## src/rtl/pgw_pkg.sv

```systemverilog
package pgw_pkg;
  localparam logic [7:0] CMD_PAGE_BASE = 8'h50;
  localparam logic [4:0] ADR_SLOT      = 5'h04;
  localparam logic [4:0] ADR_CMD_PAGED = 5'h06;
  localparam logic [4:0] ADR_CMD_FLAT  = 5'h0A;
  localparam logic [4:0] ADR_SPOLL     = 5'h0C;
  localparam logic [4:0] ADR_ISR2      = 5'h0E;
  localparam logic [4:0] SWAP_MASK     = 5'h0C;

  typedef enum logic {MAP_PAGED = 1'b0, MAP_FLAT = 1'b1} map_e;

  typedef struct packed {
    logic cmd_wr;
    logic slot_wr;
    logic slot_rd;
    logic spoll_rd;
    logic isr2_rd;
  } dec_t;
endpackage

```

## src/rtl/pgw_mode_latch.sv

```systemverilog
module pgw_mode_latch
  import pgw_pkg::*;
(
  input  logic clk_i,
  input  logic rst_ni,
  input  logic strap_i,
  output map_e map_o
);
  logic armed_q;
  map_e map_q;

  always_ff @(posedge clk_i or negedge rst_ni) begin
    if (!rst_ni) begin
      armed_q <= 1'b0;
      map_q   <= MAP_PAGED;
    end else if (!armed_q) begin
      armed_q <= 1'b1;
      map_q   <= map_e'(strap_i);
    end
  end

  assign map_o = map_q;

  assert_strap_frozen_R2: assert property (@(posedge clk_i) disable iff (!rst_ni)
    armed_q |=> $stable(map_q));
endmodule

```

## src/rtl/pgw_addr_dec.sv

```systemverilog
module pgw_addr_dec
  import pgw_pkg::*;
#(
  parameter int AW = 5
) (
  input  logic          clk_i,
  input  logic          rst_ni,
  input  map_e          map_i,
  input  logic          swap_i,
  input  logic          wr_en_i,
  input  logic          rd_en_i,
  input  logic [AW-1:0] addr_i,
  output dec_t          dec_o
);
  logic [AW-1:0] eff;
  logic          flat;

  assign flat = (map_i == MAP_FLAT);
  // swap only remaps the paged map
  assign eff  = (!flat && swap_i) ? (addr_i ^ AW'(SWAP_MASK)) : addr_i;

  always_comb begin
    dec_o          = '0;
    dec_o.cmd_wr   = wr_en_i && (eff == (flat ? AW'(ADR_CMD_FLAT) : AW'(ADR_CMD_PAGED)));
    dec_o.slot_wr  = wr_en_i && (eff == AW'(ADR_SLOT));
    dec_o.slot_rd  = rd_en_i && flat && (eff == AW'(ADR_SLOT));
    dec_o.spoll_rd = rd_en_i && !flat && (eff == AW'(ADR_SPOLL));
    dec_o.isr2_rd  = rd_en_i && !flat && (eff == AW'(ADR_ISR2));
  end

  assert_one_target_R9: assert property (@(posedge clk_i) disable iff (!rst_ni)
    $onehot0({dec_o.cmd_wr, dec_o.slot_wr, dec_o.slot_rd, dec_o.spoll_rd, dec_o.isr2_rd}));
endmodule

```

## src/rtl/pgw_page_ctl.sv

```systemverilog
module pgw_page_ctl
  import pgw_pkg::*;
#(
  parameter int DW    = 8,
  parameter int NPAGE = 4,
  localparam int PW   = (NPAGE > 1) ? $clog2(NPAGE) : 1
) (
  input  logic          clk_i,
  input  logic          rst_ni,
  input  map_e          map_i,
  input  logic          cmd_wr_i,
  input  logic [DW-1:0] wdata_i,
  output logic          page_on_o,
  output logic [PW-1:0] page_sel_o
);
  logic [DW-1:0] off;
  logic          is_pagein, is_clear, cmd_ok;
  logic          on_q;
  logic [PW-1:0] sel_q;

  assign off       = wdata_i - DW'(CMD_PAGE_BASE);
  assign is_pagein = (off < DW'(NPAGE));
  assign is_clear  = (off == DW'(NPAGE));
  assign cmd_ok    = cmd_wr_i && (map_i == MAP_PAGED);

  always_ff @(posedge clk_i or negedge rst_ni) begin
    if (!rst_ni) begin
      on_q  <= 1'b0;
      sel_q <= '0;
    end else if (cmd_ok) begin
      if (is_pagein) begin
        on_q  <= 1'b1;
        sel_q <= PW'(off);
      end else if (is_clear) begin
        on_q  <= 1'b0;
      end
    end
  end

  assign page_on_o  = on_q;
  assign page_sel_o = sel_q;

  assert_clear_pages_out_R6: assert property (@(posedge clk_i) disable iff (!rst_ni)
    (cmd_ok && wdata_i == DW'(CMD_PAGE_BASE) + DW'(NPAGE)) |=> !page_on_o);
  assert_other_cmd_holds_R7: assert property (@(posedge clk_i) disable iff (!rst_ni)
    (cmd_ok && (wdata_i < DW'(CMD_PAGE_BASE) || wdata_i > DW'(CMD_PAGE_BASE) + DW'(NPAGE)))
      |=> ($stable(page_on_o) && $stable(page_sel_o)));
  assert_flat_no_page_R10: assert property (@(posedge clk_i) disable iff (!rst_ni)
    (map_i == MAP_FLAT && !page_on_o) |=> !page_on_o);
endmodule

```

## src/rtl/pgw_reg_bank.sv

```systemverilog
module pgw_reg_bank
  import pgw_pkg::*;
#(
  parameter int DW    = 8,
  parameter int NPAGE = 4,
  localparam int PW   = (NPAGE > 1) ? $clog2(NPAGE) : 1
) (
  input  logic                clk_i,
  input  logic                rst_ni,
  input  map_e                map_i,
  input  logic                slot_wr_i,
  input  logic                page_on_i,
  input  logic [PW-1:0]       page_sel_i,
  input  logic [DW-1:0]       wdata_i,
  output logic [NPAGE*DW-1:0] page_regs_o,
  output logic [DW-1:0]       flat_reg_o
);
  logic [NPAGE-1:0] we;
  logic [DW-1:0]    flat_q;

  for (genvar g = 0; g < NPAGE; g++) begin : g_page
    logic [DW-1:0] r_q;
    assign we[g] = slot_wr_i && (map_i == MAP_PAGED) && page_on_i && (page_sel_i == PW'(g));
    always_ff @(posedge clk_i or negedge rst_ni) begin
      if (!rst_ni)    r_q <= '0;
      else if (we[g]) r_q <= wdata_i;
    end
    assign page_regs_o[g*DW +: DW] = r_q;
  end

  always_ff @(posedge clk_i or negedge rst_ni) begin
    if (!rst_ni)                              flat_q <= '0;
    else if (slot_wr_i && map_i == MAP_FLAT)  flat_q <= wdata_i;
  end
  assign flat_reg_o = flat_q;

  assert_unpaged_slot_dead_R3: assert property (@(posedge clk_i) disable iff (!rst_ni)
    (!page_on_i) |=> $stable(page_regs_o));
  assert_single_target_R5: assert property (@(posedge clk_i) disable iff (!rst_ni)
    $onehot0(we));
endmodule

```

## src/rtl/paged_window_ctrl.sv

```systemverilog
module paged_window_ctrl
  import pgw_pkg::*;
#(
  parameter int AW    = 5,
  parameter int DW    = 8,
  parameter int NPAGE = 4,
  localparam int PW   = (NPAGE > 1) ? $clog2(NPAGE) : 1
) (
  input  logic                clk_i,
  input  logic                rst_ni,
  input  logic                mode_strap_i,
  input  logic                swap_i,
  input  logic                wr_en_i,
  input  logic                rd_en_i,
  input  logic [AW-1:0]       addr_i,
  input  logic [DW-1:0]       wdata_i,
  input  logic [DW-1:0]       spoll_stat_i,
  input  logic [DW-1:0]       isr2_stat_i,
  output logic [DW-1:0]       rdata_o,
  output logic                page_active_o,
  output logic [NPAGE*DW-1:0] page_regs_o,
  output logic [DW-1:0]       flat_reg_o
);
  map_e          map;
  dec_t          dec;
  logic          page_on;
  logic [PW-1:0] page_sel;
  logic [DW-1:0] rd_val, rdata_q;

  pgw_mode_latch u_mode (
    .clk_i, .rst_ni, .strap_i(mode_strap_i), .map_o(map)
  );

  pgw_addr_dec #(.AW(AW)) u_dec (
    .clk_i, .rst_ni, .map_i(map), .swap_i, .wr_en_i, .rd_en_i, .addr_i, .dec_o(dec)
  );

  pgw_page_ctl #(.DW(DW), .NPAGE(NPAGE)) u_page (
    .clk_i, .rst_ni, .map_i(map), .cmd_wr_i(dec.cmd_wr), .wdata_i,
    .page_on_o(page_on), .page_sel_o(page_sel)
  );

  pgw_reg_bank #(.DW(DW), .NPAGE(NPAGE)) u_bank (
    .clk_i, .rst_ni, .map_i(map), .slot_wr_i(dec.slot_wr), .page_on_i(page_on),
    .page_sel_i(page_sel), .wdata_i, .page_regs_o, .flat_reg_o
  );

  always_comb begin
    rd_val = '0;
    if (dec.slot_rd)                 rd_val = flat_reg_o;
    else if (dec.spoll_rd && page_on) rd_val = spoll_stat_i;
    else if (dec.isr2_rd && page_on)  rd_val = isr2_stat_i;
  end

  always_ff @(posedge clk_i or negedge rst_ni) begin
    if (!rst_ni) rdata_q <= '0;
    else         rdata_q <= rd_val;
  end

  assign rdata_o       = rdata_q;
  assign page_active_o = page_on;

  assert_hidden_reads_zero_R8: assert property (@(posedge clk_i) disable iff (!rst_ni)
    (!page_on && map == MAP_PAGED) |=> (rdata_o == '0));
  assert_idle_read_zero_R8: assert property (@(posedge clk_i) disable iff (!rst_ni)
    (!rd_en_i) |=> (rdata_o == '0));
endmodule

```

## config.mk

```make
export PLATFORM = sky130hd
export DESIGN_NAME = paged_window_ctrl
export DESIGN_NICKNAME = d
export VERILOG_FILES = /design/src/rtl/pgw_pkg.sv /design/src/rtl/pgw_mode_latch.sv /design/src/rtl/pgw_addr_dec.sv /design/src/rtl/pgw_page_ctl.sv /design/src/rtl/pgw_reg_bank.sv /design/src/rtl/paged_window_ctrl.sv
export SDC_FILE = /design/constraint.sdc
export NUM_CORES = 1
export LEC_CHECK = 0
export BUFFER_PORTS_ARGS = -buffer_cell sky130_fd_sc_hd__buf_2
export CORE_AREA = 8 8 86 88
export CTS_BUF_LIST = sky130_fd_sc_hd__clkbuf_16
export DETAILED_ROUTE_END_ITERATION = 10
export DIE_AREA = 0 0 94 96
export PLACE_DENSITY = 0.74
export SYNTH_ARGS = -nofsm -noshare
export SYNTH_HDL_FRONTEND = slang
export SYNTH_SLANG_ARGS = --single-unit
```

## constraint.sdc

```tcl
create_clock -name clk_i -period 2.33 [get_ports clk_i]
set_input_delay 0.233 -clock clk_i [delete_from_list [all_inputs] [get_ports clk_i]]
set_output_delay 0.233 -clock clk_i [all_outputs]
set_load 0.1 [all_outputs]
```

Word-level counts from Yosys, hierarchy flattened
Index checks and enable logic that the tools add are counted.

Muxes and demuxes: 7. Bitwise operators: 2. Add/subtract/negate cells: 1. Reductions and logical operators: 23. Eq/ne operators: 8. Magnitude comparators: 1.

Operator list (number): $mux 8 (3); $logic_and 1x1->1 (18); $eq 5x4->1 const B (2); $eq 8x3->1 const B (1); $lt 8x3->1 const B (1); $mux 4 (2); $sub 8x7->8 const B (1); $eq 5x3->1 const B (1); $eq 5x4->1 (1); $eq 2x2->1 const B (2); $reduce_and 2->1 (2); $eq 2x1->1 const B (1); $logic_not 2->1 (1); $mux 1 (2); $not 2->2 (1); $reduce_bool 2->1 (1); $logic_not 1->1 (1); $not 1->1 (1).

Input bits: 35. Register bits: 53. Output and inout bits: 49.

Longest topological paths before layout
Word-level depth: 9. Gate-level depth with buffers: 4.

Modules after synthesis
Synthesis repeated with hierarchy kept, for this count alone.

Cells, all modules: 151. Area, all modules: 2316.0 um2.

Modules (own cells, without submodules): pgw_reg_bank (area an instance 1572.8 um2, times used 1, cells each 89, sequential area each 1001.0 um2); paged_window_ctrl (area an instance 384.1 um2, times used 1, cells each 28, sequential area each 200.2 um2); pgw_page_ctl (area an instance 155.1 um2, times used 1, cells each 12, sequential area each 75.1 um2); pgw_addr_dec (area an instance 135.1 um2, times used 1, cells each 18, sequential area each 0.0 um2); pgw_mode_latch (area an instance 68.8 um2, times used 1, cells each 4, sequential area each 50.0 um2).

Least setup slack after synthesis
OpenSTA, ideal clock, no wires.

Path type: register to register. Start: register u_page.on_q (netlist: u_page.page_on_o). End: register u_bank.g_page[1].r_q[3]. Slack: 0.121 ns. Stages on the path, launching flop included: 5. Period minus slack after synthesis: 2.209 ns. Arrival: 2.081 ns. Path buffers: 1. Required time: 2.202 ns. Cell sequence: dfrtp_1 nor4b_4 buf_4 nand4_2 mux2_1.

Cells in the longest elaborated chain, start to end: 2.

RTL lines: from (decl) (line pgw_page_ctl.sv:18) `logic on_q;`; from (signal assigned) (line pgw_page_ctl.sv:28) `on_q <= 1'b0;`; from (signal assigned) (line pgw_page_ctl.sv:32) `on_q <= 1'b1;`; from (signal assigned) (line pgw_page_ctl.sv:35) `on_q <= 1'b0;`; $logic_and 1x1->1 (2 in series) (line pgw_reg_bank.sv:23) `assign we[g] = slot_wr_i && (map_i == MAP_PAGED) && page_on_i && (page_sel_i == PW'(g));`; to (signal assigned) (line pgw_reg_bank.sv:26) `else if (we[g]) r_q <= wdata_i;`; to (decl) (line pgw_reg_bank.sv:22) `logic [DW-1:0] r_q;`.

Every way passes these cells. A chain may end at the register's enable or synchronous reset.

Worst setup path in the final report
Start: register u_mode.map_q (netlist: u_mode.map_o). End: register u_bank.g_page[3].r_q[3].

Cells in the longest elaborated chain, start to end: 8. Elaborated cells between the ends (all ways): 9.

RTL lines: from (decl) (line pgw_mode_latch.sv:10) `map_e map_q;`; from (signal assigned) (line pgw_mode_latch.sv:18) `map_q <= map_e'(strap_i);`; $logic_not 1->1 (line pgw_addr_dec.sv:20) `assign eff = (!flat && swap_i) ? (addr_i ^ AW'(SWAP_MASK)) : addr_i;`; $logic_and 1x1->1 (line pgw_addr_dec.sv:20); $mux 4 (line pgw_addr_dec.sv:20); $eq 5x3->1 (line pgw_addr_dec.sv:25) `dec_o.slot_wr = wr_en_i && (eff == AW'(ADR_SLOT));`; $logic_and 1x1->1 (line pgw_addr_dec.sv:25); $logic_and 1x1->1 * (3 in series) (line pgw_reg_bank.sv:23); to (signal assigned) (line pgw_reg_bank.sv:26); to (decl) (line pgw_reg_bank.sv:22).

Mark *: on every way between the ends. The rest lies on a longest branch, timed or not.

==> results.rst <==
.. list-table::
   :header-rows: 1

   * - Metric
     - Value
   * - Transition time at the pin with the least slew margin
     - approximately 0.65 ns
   * - Buffers inserted during post-CTS setup optimization
     - 0
   * - Post-DRT Antenna Nets
     - 0
   * - Largest family of logic cells by synthesized area
     - multiplexers
   * - Maximum buffer depth of the clock tree
     - 2
   * - Diodes inserted
     - 0
   * - Critical path buffers and inverters
     - 0
   * - Most congested layer reported by global routing
     - met2
   * - Min Hold Slack
     - 0.178 ns
   * - Highest net fanout along the worst path
     - 8
   * - Multi-input combinational cell area
     - around 970 um2
   * - Number of buffer cells added on primary ports
     - 83
   * - Total of cells resized after clock tree synthesis
     - 0
   * - Critical path arrival
     - approximately 2.1 ns
   * - Critical path start-end classification
     - flip-flop to flip-flop
   * - Placeable Area
     - roughly 6000 um2
   * - Num CTS Buffers
     - 5
   * - Final Skew
     - 0.00490 ns
   * - Final Routed Wirelength
     - about 5700 um
   * - Met1 Usage GRT
     - between 15 and 20%
   * - Worst Hold Class
     - input pin to flip-flop
   * - Count of H-tree levels built during CTS
     - 2
   * - Sequential cell area fraction in the yosys report
     - 57.4%
   * - Routed vias
     - approximately 1600
   * - Length in cells of the worst reg-to-reg path
     - 4
   * - Unrepaired setup endpoints after global routing
     - no
   * - Clock tree from TritonCTS
     - done
   * - Leading cell type by number of instances after synthesis
     - dfrtp_1
   * - Post-synthesis instance area
     - approximately 2300 um2
   * - Met3 GRT Util
     - under 10%
   * - Initial antenna violation count
     - 0
   * - Number of synthesis warnings
     - 0
   * - Run status
     - finished, final reports clean
   * - Number of standard cells after synthesis
     - 151
   * - Share of synthesized cell area in full adder, half adder and majority cells
     - 0%
   * - Average wire per standard cell
     - between 15 and 20 um
   * - DIE AREA
     - approximately 9000 um2
   * - Met2 track demand over resource
     - a little under a quarter
   * - List of most frequent post-synthesis cells
     - dfrtp_1 (53), mux2_2 (46), nor2b_1 (9), a32oi_1 (8), mux2_1 (5)
   * - Total power per unit cell area
     - a little under 700 nW/um2
   * - Number of buffers added to fix hold violations after cts
     - 1
   * - Clk sink count
     - between 50 and 60
   * - Share of flip-flops with an asynchronous set or reset
     - 100%
   * - P_leak
     - roughly 1.6 nW
   * - Number of gates on the worst path with buffers counted
     - 4
   * - Max-slew violation count
     - 0
   * - Endpoint class of the critical path
     - flip-flop
   * - Pin count of the biggest net entering global routing
     - 28
   * - Final critical delay including setup and external delays
     - ~1.9 ns
   * - Final hold violations
     - 0
   * - Top achievable clock speed
     - between 0.5 and 0.6 GHz
   * - Initial standard-cell utilization of the core
     - between 30 and 40%
   * - Post-synthesis cell type with the largest combined area
     - dfrtp_1
   * - Wire length of the first global-routing pass
     - slightly above 9000 um
   * - Count of unresolved DRC violations after routing
     - 0
   * - Buffer type at the clock tree root
     - clkbuf_16
   * - Via count of the first global-routing pass
     - ~1800
   * - Top-level I/O count
     - 84
   * - HPWL Detailed
     - 4390 um
   * - Final weighted congestion of routability-driven global placement
     - approximately 0.76
   * - GR Util All Layers
     - between 10% and 20%
   * - Synthesized-area fraction occupied by ao, oa, aoi and oai cells
     - under 10%
   * - Initial drt markers
     - 69
   * - Reg area
     - between 1000 and 1500 um2
   * - Critical path launch point type
     - flip-flop
   * - Die boundary width
     - about 94 um
   * - Net count of the mapped netlist
     - between 150 and 200
   * - Reg clk slew, reported paths
     - 0.07 ns
   * - Critical-path top delay cell
     - dfrtp_1
   * - Final worst path period share
     - between 80% and 90%
   * - Standard-cell rows
     - 29
   * - Leading cell types by total area after synthesis
     - dfrtp_1 (57%), mux2_2 (22%), a32oi_1 (3.0%), mux2_1 (2.4%), nor2b_1 (2.4%)
   * - Synth Area in Simple Gates
     - around an eighth
   * - Peak supply drop
     - approximately 0.00029 V
   * - Max-capacitance violation count
     - 0
   * - Instance count along the most critical hold path
     - 2
   * - Sum Neg Setup Slack
     - 0 ns
   * - Kind of cell with the highest combined delay on the critical path
     - simple AND/OR/NAND/NOR gates
   * - Nets@finish
     - between 200 and 300
   * - Initial DRT Pass Iterations
     - 5
   * - Layout cell share with drive strength beyond 1
     - between 60% and 70%
   * - Ordered cell list for the critical path
     - nor4b_4 > and4b_1 > nand3_2 > mux2_2
   * - Share of cell area taken by muxes after synthesis
     - 24.8%
   * - Data required, critical path
     - around 2.5 ns
   * - Total of flip-flops plus latches after synthesis
     - between 50 and 60
   * - Crit path largest cell delay
     - about 0.48 ns
   * - Slew margin rel.
     - 56.8%
   * - Fraction of synthesized cell area taken by the top area cell type
     - ~57%
   * - Vias/cell
     - between 5 and 6
   * - XOR/XNOR share of the synthesized area
     - less than 1%
   * - Source-to-sink clock delay at the later pin of the worst-skew pair
     - slightly below 0.3 ns
   * - Final global-route overflow total
     - 0
   * - Die Span Y
     - between 90 and 100 um
   * - Final setup fails
     - 0
   * - Number of enable flip-flop cells after synthesis
     - 0
   * - Most frequently used flop master after synthesis
     - dfrtp_1
   * - Synth unique cells
     - 30
   * - Area growth, synth to finish
     - 30.6%
   * - Number of inserted filler cells in the final layout
     - about 570
   * - Mean instance size in the synthesized netlist
     - between 15 and 20 um2
worst reg2reg max path, delay by kind of cell (launching register included):
| kind | cells | cell delay, ns |
|---|---|---|
| and+or+nand+nor | 3 | 0.98 |
| muxes | 1 | 0.36 |
| DFF | 1 | 0.48 |
stage by stage:
step / utilization (%) / instances / setup WS [ns] / cell area, um2 / power, mW
2_1_floorplan: - / 151 / 0.121 / 2310 / 1.19
3_3_place_gp: 46.7 / 311 / 0.460 / 2840 / 1.30
6_report: 49.5 / 320 / 0.388 / 3020 / 2.10
4_1_cts: 49.5 / 320 / 0.378 / 3020 / 2.13
3_5_place_dp: 46.7 / 311 / 0.388 / 2840 / 1.30
5_1_grt: 49.5 / 320 / 0.273 / 3020 / 2.20
final cells by class:
cell class,instances,area share (%)
clock buffers,5,4.14
well taps,77,3.19
multi-input cells,95,32.1
clock inverters,3,1.37
repair buffers,87,15.2
flip-flops and latches,53,43.9
kinds of logic after synthesis:
kind of cell / Yosys count
other: 1
multiplexers: 51
AO/OA/AOI/OAI: 11
XOR/XNOR: 1
AND/OR/NAND/NOR: 31
flip-flops: 53
buffers and inverters: 3
routing by layer:
layer	share of wire, %	wire length [um]	vias to the layer above
li1	-	-	750
met4	0.80	46	0
met3	9.0	514	5
met5	0	0	-
met2	50	2860	52
met1	40	2290	825
registers in the layout (all words and copies together), names as in the netlist:
| register | count |
|---|---|
| u_bank.g_page.r_q | 32 |
| rdata_o | 8 |
| u_bank.flat_reg_o | 8 |
| u_page.page_sel_o | 2 |
| u_mode.armed_q | 1 |
| u_mode.map_o | 1 |
| u_page.page_on_o | 1 |
layout by cell type (no fill, tap or decap), types with 2 or more instances in the layout:
cell	count
buf_4	2
nand4_2	2
nor3b_1	2
buf_2	83
nand2b_1	2
nand4b_1	2
nor2b_1	9
a32oi_1	8
mux2_2	46
mux2_1	5
clkbuf_16	5
dfrtp_1	53
worst paths after layout:
path,startpoint,endpoint,slack (ns)
hold / removal,mode_strap_i,u_mode.map_o$_DFFE_PN0N_,0.18
max in group asynchronous,rst_ni,u_bank.g_page[1].r_q[2]$_DFFE_PN0P_,1.24
setup reg to reg,u_mode.map_o$_DFFE_PN0N_,u_bank.g_page[3].r_q[3]$_DFFE_PN0P_,0.39
hold reg to reg,u_bank.g_page[0].r_q[4]$_DFFE_PN0P_,u_bank.g_page[0].r_q[4]$_DFFE_PN0P_,0.49
setup / recovery,u_mode.map_o$_DFFE_PN0N_,u_bank.g_page[3].r_q[3]$_DFFE_PN0P_,0.39
min in group asynchronous,rst_ni,rdata_o[1]$_DFF_PN0_,0.51
report_power, final:
part | switching (mW) | leakage [nW] | internal, mW
combinational | 0.240 | 0.831 | 0.0777
sequential | 0.0212 | 0.731 | 0.943
clock | 0.317 | 0.0775 | 0.503
Note: power is estimated with default switching activity, not from simulation.
